===== src/rtl/ssq_pkg.sv =====
package ssq_pkg;
    typedef enum logic [1:0] {
        SQ_IDLE   = 2'd0,
        SQ_RAMP   = 2'd1,
        SQ_RUN    = 2'd2,
        SQ_HICCUP = 2'd3
    } sq_state_e;
endpackage


===== src/rtl/ssq_tick_count.sv =====
// Counts advance pulses modulo LIMIT; 'last' marks the final count.
module ssq_tick_count #(
    parameter int LIMIT = 32
) (
    input  logic clk,
    input  logic rst_n,
    input  logic clr,
    input  logic adv,
    output logic last
);
    localparam int CW = (LIMIT > 1) ? $clog2(LIMIT) : 1;

    logic [CW-1:0] cnt_q;

    assign last = (cnt_q == CW'(LIMIT - 1));

    always_ff @(posedge clk or negedge rst_n) begin
        if (!rst_n) begin
            cnt_q <= '0;
        end else if (clr) begin
            cnt_q <= '0;
        end else if (adv) begin
            cnt_q <= last ? '0 : cnt_q + 1'b1;
        end
    end
endmodule


===== src/rtl/ssq_blank_timer.sv =====
// Measures on-time since the gate's rising edge; saturates when armed.
module ssq_blank_timer #(
    parameter int BLANK_CYCLES = 20
) (
    input  logic clk,
    input  logic rst_n,
    input  logic gate_on,
    output logic armed
);
    localparam int BW = $clog2(BLANK_CYCLES + 1);

    logic [BW-1:0] cnt_q;

    assign armed = (cnt_q == BW'(BLANK_CYCLES));

    always_ff @(posedge clk or negedge rst_n) begin
        if (!rst_n) begin
            cnt_q <= '0;
        end else if (!gate_on) begin
            cnt_q <= '0;
        end else if (!armed) begin
            cnt_q <= cnt_q + 1'b1;
        end
    end
endmodule


===== src/rtl/ssq_period_guard.sv =====
// Latches a qualified overcurrent until the next period boundary.
module ssq_period_guard (
    input  logic clk,
    input  logic rst_n,
    input  logic sw_tick,
    input  logic gate_on,
    input  logic armed,
    input  logic ocp_flag,
    output logic kill
);
    logic hit;

    assign hit = gate_on & armed & ocp_flag;

    always_ff @(posedge clk or negedge rst_n) begin
        if (!rst_n) begin
            kill <= 1'b0;
        end else if (sw_tick) begin
            kill <= 1'b0;
        end else if (hit) begin
            kill <= 1'b1;
        end
    end
endmodule


===== src/rtl/ssq_sequencer.sv =====
module ssq_sequencer
    import ssq_pkg::*;
#(
    parameter int REF_BITS     = 6,
    parameter int STEP_TICKS   = 32,
    parameter int BLANK_CYCLES = 20
) (
    input  logic                clk,
    input  logic                rst_n,
    input  logic                sw_tick,
    input  logic                pwr_ok,
    input  logic                pwm_req,
    input  logic                ocp_flag,
    output logic [REF_BITS-1:0] ref_code,
    output logic                gate_en,
    output logic                skip_flag,
    output logic [1:0]          seq_state
);
    localparam int                HOLD_TICKS = (1 << REF_BITS) * STEP_TICKS;
    localparam logic [REF_BITS-1:0] REF_MAX  = '1;

    sq_state_e           state_q, state_d;
    logic [REF_BITS-1:0] ref_q;
    logic                step_last, hold_last, ramp_last;
    logic                armed, kill, gate_on;

    // Step timer for the staircase
    ssq_tick_count #(.LIMIT(STEP_TICKS)) u_step (
        .clk   (clk),
        .rst_n (rst_n),
        .clr   (state_q != SQ_RAMP),
        .adv   (sw_tick),
        .last  (step_last)
    );

    // Zero-reference hold timer
    ssq_tick_count #(.LIMIT(HOLD_TICKS)) u_hold (
        .clk   (clk),
        .rst_n (rst_n),
        .clr   (state_q != SQ_HICCUP),
        .adv   (sw_tick),
        .last  (hold_last)
    );

    ssq_blank_timer #(.BLANK_CYCLES(BLANK_CYCLES)) u_blank (
        .clk     (clk),
        .rst_n   (rst_n),
        .gate_on (gate_on),
        .armed   (armed)
    );

    ssq_period_guard u_guard (
        .clk      (clk),
        .rst_n    (rst_n),
        .sw_tick  (sw_tick),
        .gate_on  (gate_on),
        .armed    (armed),
        .ocp_flag (ocp_flag),
        .kill     (kill)
    );

    assign ramp_last = step_last && (ref_q == REF_MAX);

    // Next-state logic
    always_comb begin
        state_d = state_q;
        if (!pwr_ok) begin
            state_d = SQ_IDLE;                       // DROP
        end else if (sw_tick) begin
            unique case (state_q)
                SQ_IDLE:   state_d = SQ_RAMP;        // START
                SQ_RAMP:   if (ramp_last) state_d = SQ_RUN;    // RAMP_DONE
                SQ_RUN:    if (kill)      state_d = SQ_HICCUP; // TRIP
                SQ_HICCUP: if (hold_last) state_d = SQ_RAMP;   // RETRY
            endcase
        end
    end

    // State register
    always_ff @(posedge clk or negedge rst_n) begin
        if (!rst_n) begin
            state_q <= SQ_IDLE;
        end else begin
            state_q <= state_d;
        end
    end

    // Output register: reference code
    always_ff @(posedge clk or negedge rst_n) begin
        if (!rst_n) begin
            ref_q <= '0;
        end else begin
            unique case (state_d)
                SQ_IDLE, SQ_HICCUP: ref_q <= '0;
                SQ_RUN:             ref_q <= REF_MAX;
                SQ_RAMP: begin
                    if (state_q != SQ_RAMP) begin
                        ref_q <= '0;
                    end else if (sw_tick && step_last && (ref_q != REF_MAX)) begin
                        ref_q <= ref_q + 1'b1;
                    end
                end
            endcase
        end
    end

    assign gate_on   = pwm_req && pwr_ok && !kill &&
                       ((state_q == SQ_RAMP) || (state_q == SQ_RUN));
    assign gate_en   = gate_on;
    assign skip_flag = kill;
    assign ref_code  = ref_q;
    assign seq_state = state_q;
endmodule


===== config.mk =====
export PLATFORM = sky130hd
export DESIGN_NAME = ssq_sequencer
export DESIGN_NICKNAME = d
export VERILOG_FILES = /design/src/rtl/ssq_pkg.sv /design/src/rtl/ssq_tick_count.sv /design/src/rtl/ssq_blank_timer.sv /design/src/rtl/ssq_period_guard.sv /design/src/rtl/ssq_sequencer.sv
export SDC_FILE = /design/constraint.sdc
export NUM_CORES = 1
export LEC_CHECK = 0
export CORE_MARGIN = 10
export CORE_UTILIZATION = 39
export CTS_BUF_LIST = sky130_fd_sc_hd__clkbuf_4
export DETAILED_ROUTE_END_ITERATION = 8
export HOLD_SLACK_MARGIN = 0.15
export MAX_ROUTING_LAYER = met4
export PLACE_DENSITY = 0.57
export SKIP_LAST_GASP = 1
export SYNTH_ARGS = -nofsm -noshare
export SYNTH_HDL_FRONTEND = slang
export SYNTH_SLANG_ARGS = --single-unit

===== constraint.sdc =====
create_clock -name clk -period 2.44 [get_ports clk]
set_input_delay 0.244 -clock clk [delete_from_list [all_inputs] [get_ports clk]]
set_output_delay 0.244 -clock clk [all_outputs]
set_load 0.1 [all_outputs]

==> key figures <==
Outcome
  • Status: finished, violations left
  • Failing checks: setup timing

Worst hold path
  • Class of the worst hold path: in2async

GRT
  • Largest net degree at the start of global routing: 31
  • Met3 GRT Util: about 4.7%
  • GRT Util Overall: between 10% and 20%
  • Gr ovfl total: 0
  • Global-route wire length before repair: ~7300 um
  • Vias in the first global route: 1545
  • GR Util met1: between 10 and 15%
  • Met2 usage in global routing: between 10% and 20%
  • Layer with the highest usage: met2
  • Initial antenna violation count: 0

Routing
  • DR WL/cell: roughly 15 um
  • Drt total wl: 4390 um
  • Routed Antenna Nets: 0
  • DRT iter0 DRCs: between 70 and 80
  • Post-DR vias/cell: 5.34
  • First-pass DRT Iterations: 4
  • Residual DRC: 0
  • Via count: 1521

Synth
  • Yosys cell types: a little over 40
  • Largest family of logic cells by synthesized area: simple AND/OR/NAND/NOR gates
  • Area share of xor/xnor cells in the synthesized design: under 10%
  • Number of synthesized register bits: 30
  • Post-synthesis mux area share: under 10%
  • Ys async rst share: 100%
  • Synthesized-area fraction occupied by adder cells: a little under a tenth
  • Yosys top cell area share: around two fifths
  • Seq/Total Area, Yosys: between 40% and 50%
  • Fraction of the mapped netlist area in simple logic gates: a little over a quarter
  • Post-Syn Instances: ~190
  • YS warnings: 0
  • Number of synthesized flops with an enable pin: 0
  • Top cells by area, synth: dfrtp_1, ha_1, xnor2_1
  • Count leader, synth: dfrtp_1
  • Compound-Gate Fraction of Synth Area: 14.1%
  • Avg Inst Size Synth: 9.59 sq um
  • Ys flop type: dfrtp_1
  • Largest area contributor in the netlist: dfrtp_1
  • Most frequent cells after synthesis: dfrtp_1, nor2_1, ha_1, o21ai_0
  • Post-Syn Area: between 1500 and 2000 sq um
  • Synth Net Count: approximately 210

Layout
  • Util after Layout: between 50% and 60%
  • FF/Latch Area: approximately 770 sq um
  • Share of cells above drive strength 1: between 30% and 40%
  • # diodes: 0
  • Final instance area: approximately 2400 sq um
  • Filler cell count: about 390
  • Area growth syn-to-layout: 35.5%
  • Final nets: about 250
  • Area of the multi-input gates: about 1200 sq um

Worst setup path
  • Crit path kind: reg2reg
  • Critical Path RT: roughly 2.7 ns
  • Cell mode on critical path: o21ai_1
  • Crit path max fanout: 4
  • Worst Setup SP: seq_state[0]$_DFF_PN0_
  • Crit end category: register
  • Worst Path Arrival: 2.77 ns
  • Critical-path top delay cell: dfrtp_4
  • Reg-to-reg startpoint: seq_state[0]$_DFF_PN0_
  • Crit path launch type: register
  • Critical-path cell list: inv_4, ha_4, nor2_1, o21ai_1, o211ai_1, o21ai_1, ha_1, or3_4, or3b_1, nand3_1
  • Largest stage delay on the critical path: around 0.54 ns

STA
  • Skew final: between 0.01 and 0.015 ns
  • Final slew viol count: 0
  • Max Clock Freq: between 0.4 and 0.5 GHz
  • Crit share post-route: 102%
  • Min cycle time layout: 2.49 ns
  • Slew @ Worst Pin: about 0.45 ns
  • Post-route setup TNS: -0.142 ns
  • Slew HR: 69.8%
  • Fin Hold WS: around 0.28 ns
  • Final hold vios: 0
  • RSZ-0062 raised after global routing: yes
  • Final setup margin: -0.0529 ns
  • Setup violators final: 4

CTS
  • CTS Buffer Depth: 2
  • H-tree levels: 2
  • CTS tree: done
  • TritonCTS Sinks: 30
  • Cts bufs inserted: 5
  • Hold_buf cts: 0
  • Latest clock arrival within the worst-skew pair: approximately 0.34 ns
  • Root Buffer: clkbuf_4
  • CTS clk-pin slew, worst paths: 0.10 ns

Pwr
  • Leakage power: a little under 1 nW
  • P_int: between 0.6 and 0.7 mW
  • Seq pwr share: a little over half
  • Combinational Power Share: between 15 and 20%
  • Total power: between 0.9 and 1 mW
  • Pwr dens: about 400 nW/um^2
  • Peak supply drop: roughly 0.32 mV
  • Total net switching power: between 0.2 and 0.3 mW
  • Clock share of power: between 30% and 40%
  • Sw Share: a little under 30%

Floorplanning
  • Die Width: 87.8 um
  • Core area: 4410 sq um
  • Initial core utilization: approximately 41%
  • Num ports: 16
  • Die height: between 80 and 90 um
  • Core Rows: 24
  • Full die area: 7710 sq um

Placement
  • Routability cong.: roughly 0.81
  • Placed Area: between 2000 and 2500 sq um
  • I/O Buffers: 15
  • Dpl hpwl: approximately 3100 um

Job
  • Max_cap viols: 0
## power groups by stage
stage	logic, mW	registers, mW	clock network (mW)
final	0.163	0.510	0.304
after global routing	0.176	0.511	0.343
after CTS	0.140	0.508	0.314
after detailed placement	0.138	0.518	0
after global placement	0.135	0.518	0
after floorplan	0.0633	0.534	0
## cells in the final DEF, fill, tap and decap left out, types with 4 or more instances in the layout
cell	instances
o21ai_0	7
clkbuf_4	6
o21ai_1	4
nand4_1	6
clkdlybuf4s50_1	5
ha_4	6
xnor2_1	9
dfrtp_1	21
nand3_1	8
dfrtp_2	5
nor2b_1	5
buf_4	34
nand2_1	8
ha_1	5
a21oi_1	6
nor3b_1	5
inv_1	4
dfrtp_4	4
and3_1	4
and2_1	8
nand3b_1	4
nor2_1	16
## area by class of cell
class	count	area share, %
Sequential cell	30	31.8
Timing Repair Buffer	42	14.3
Clock inverter	2	0.361
Multi-Input combinational cell	147	47.9
Tap cell	52	2.68
Clock buffer	6	1.85
Inverter	6	1.13
## flip-flops by register name, indices dropped and copies added (netlist names)
register and flops:
u_hold.cnt_q 11, ref_code 6, u_blank.cnt_q 5, u_step.cnt_q 5, seq_state 2, u_guard.kill 1
## what timing repair did
item,in CTS,in global routing
setup buffers,0,5
setup endpoints to repair,5,6
gates resized for setup,7,21
pin swaps,5,11
## path summary, 6_finish.rpt
kind	to	slack, ns	cells after the start
worst max-delay path	ref_code[1]$_DFFE_PN0P_	-0.05	10
worst min-delay path	u_hold.cnt_q[4]$_DFFE_PN0P_	0.28	2
worst max register to register	ref_code[1]$_DFFE_PN0P_	-0.05	10
worst min register to register	ref_code[3]$_DFFE_PN0P_	0.55	1
max in group asynchronous	ref_code[0]$_DFFE_PN0P_	1.83	2
min in group clk	u_guard.kill$_DFFE_PN0P_	0.49	3
## worst max-delay path: cells and delay by family, from the launching register on
kind,cells,cell delay [ns]
AOI/OAI and AO/OA,3,0.45
adders and majority gates,2,0.44
buffers and inverters,1,0.11
DFF,1,0.54
and+or+nand+nor,4,0.87
## per-layer routing
metal  vias up  wire, um
li1        766         -
met1       723      1950
met2        26      2200
met3         6       174
met4         0        59
met5         -         0
## logic make-up (layout without fill, tap and decap cells)
group                      after synthesis  after routing
adders and majority gates               13             13
AOI/OAI and AO/OA                       39             39
buffers and inverters                   10             56
and+or+nand+nor                         82             82
xor gates and xnor gates                10             10
muxes                                    3              3
DFF                                     30             30
## through the flow
stage / worst slack, ns / std cells
after detailed placement: -0.134 / 272
after CTS: -0.00933 / 280
after global routing: -0.168 / 285
final: -0.0529 / 285
after floorplan: -0.122 / 187
after global placement: -0.0301 / 272
Note: power is estimated with default switching activity, not from simulation.
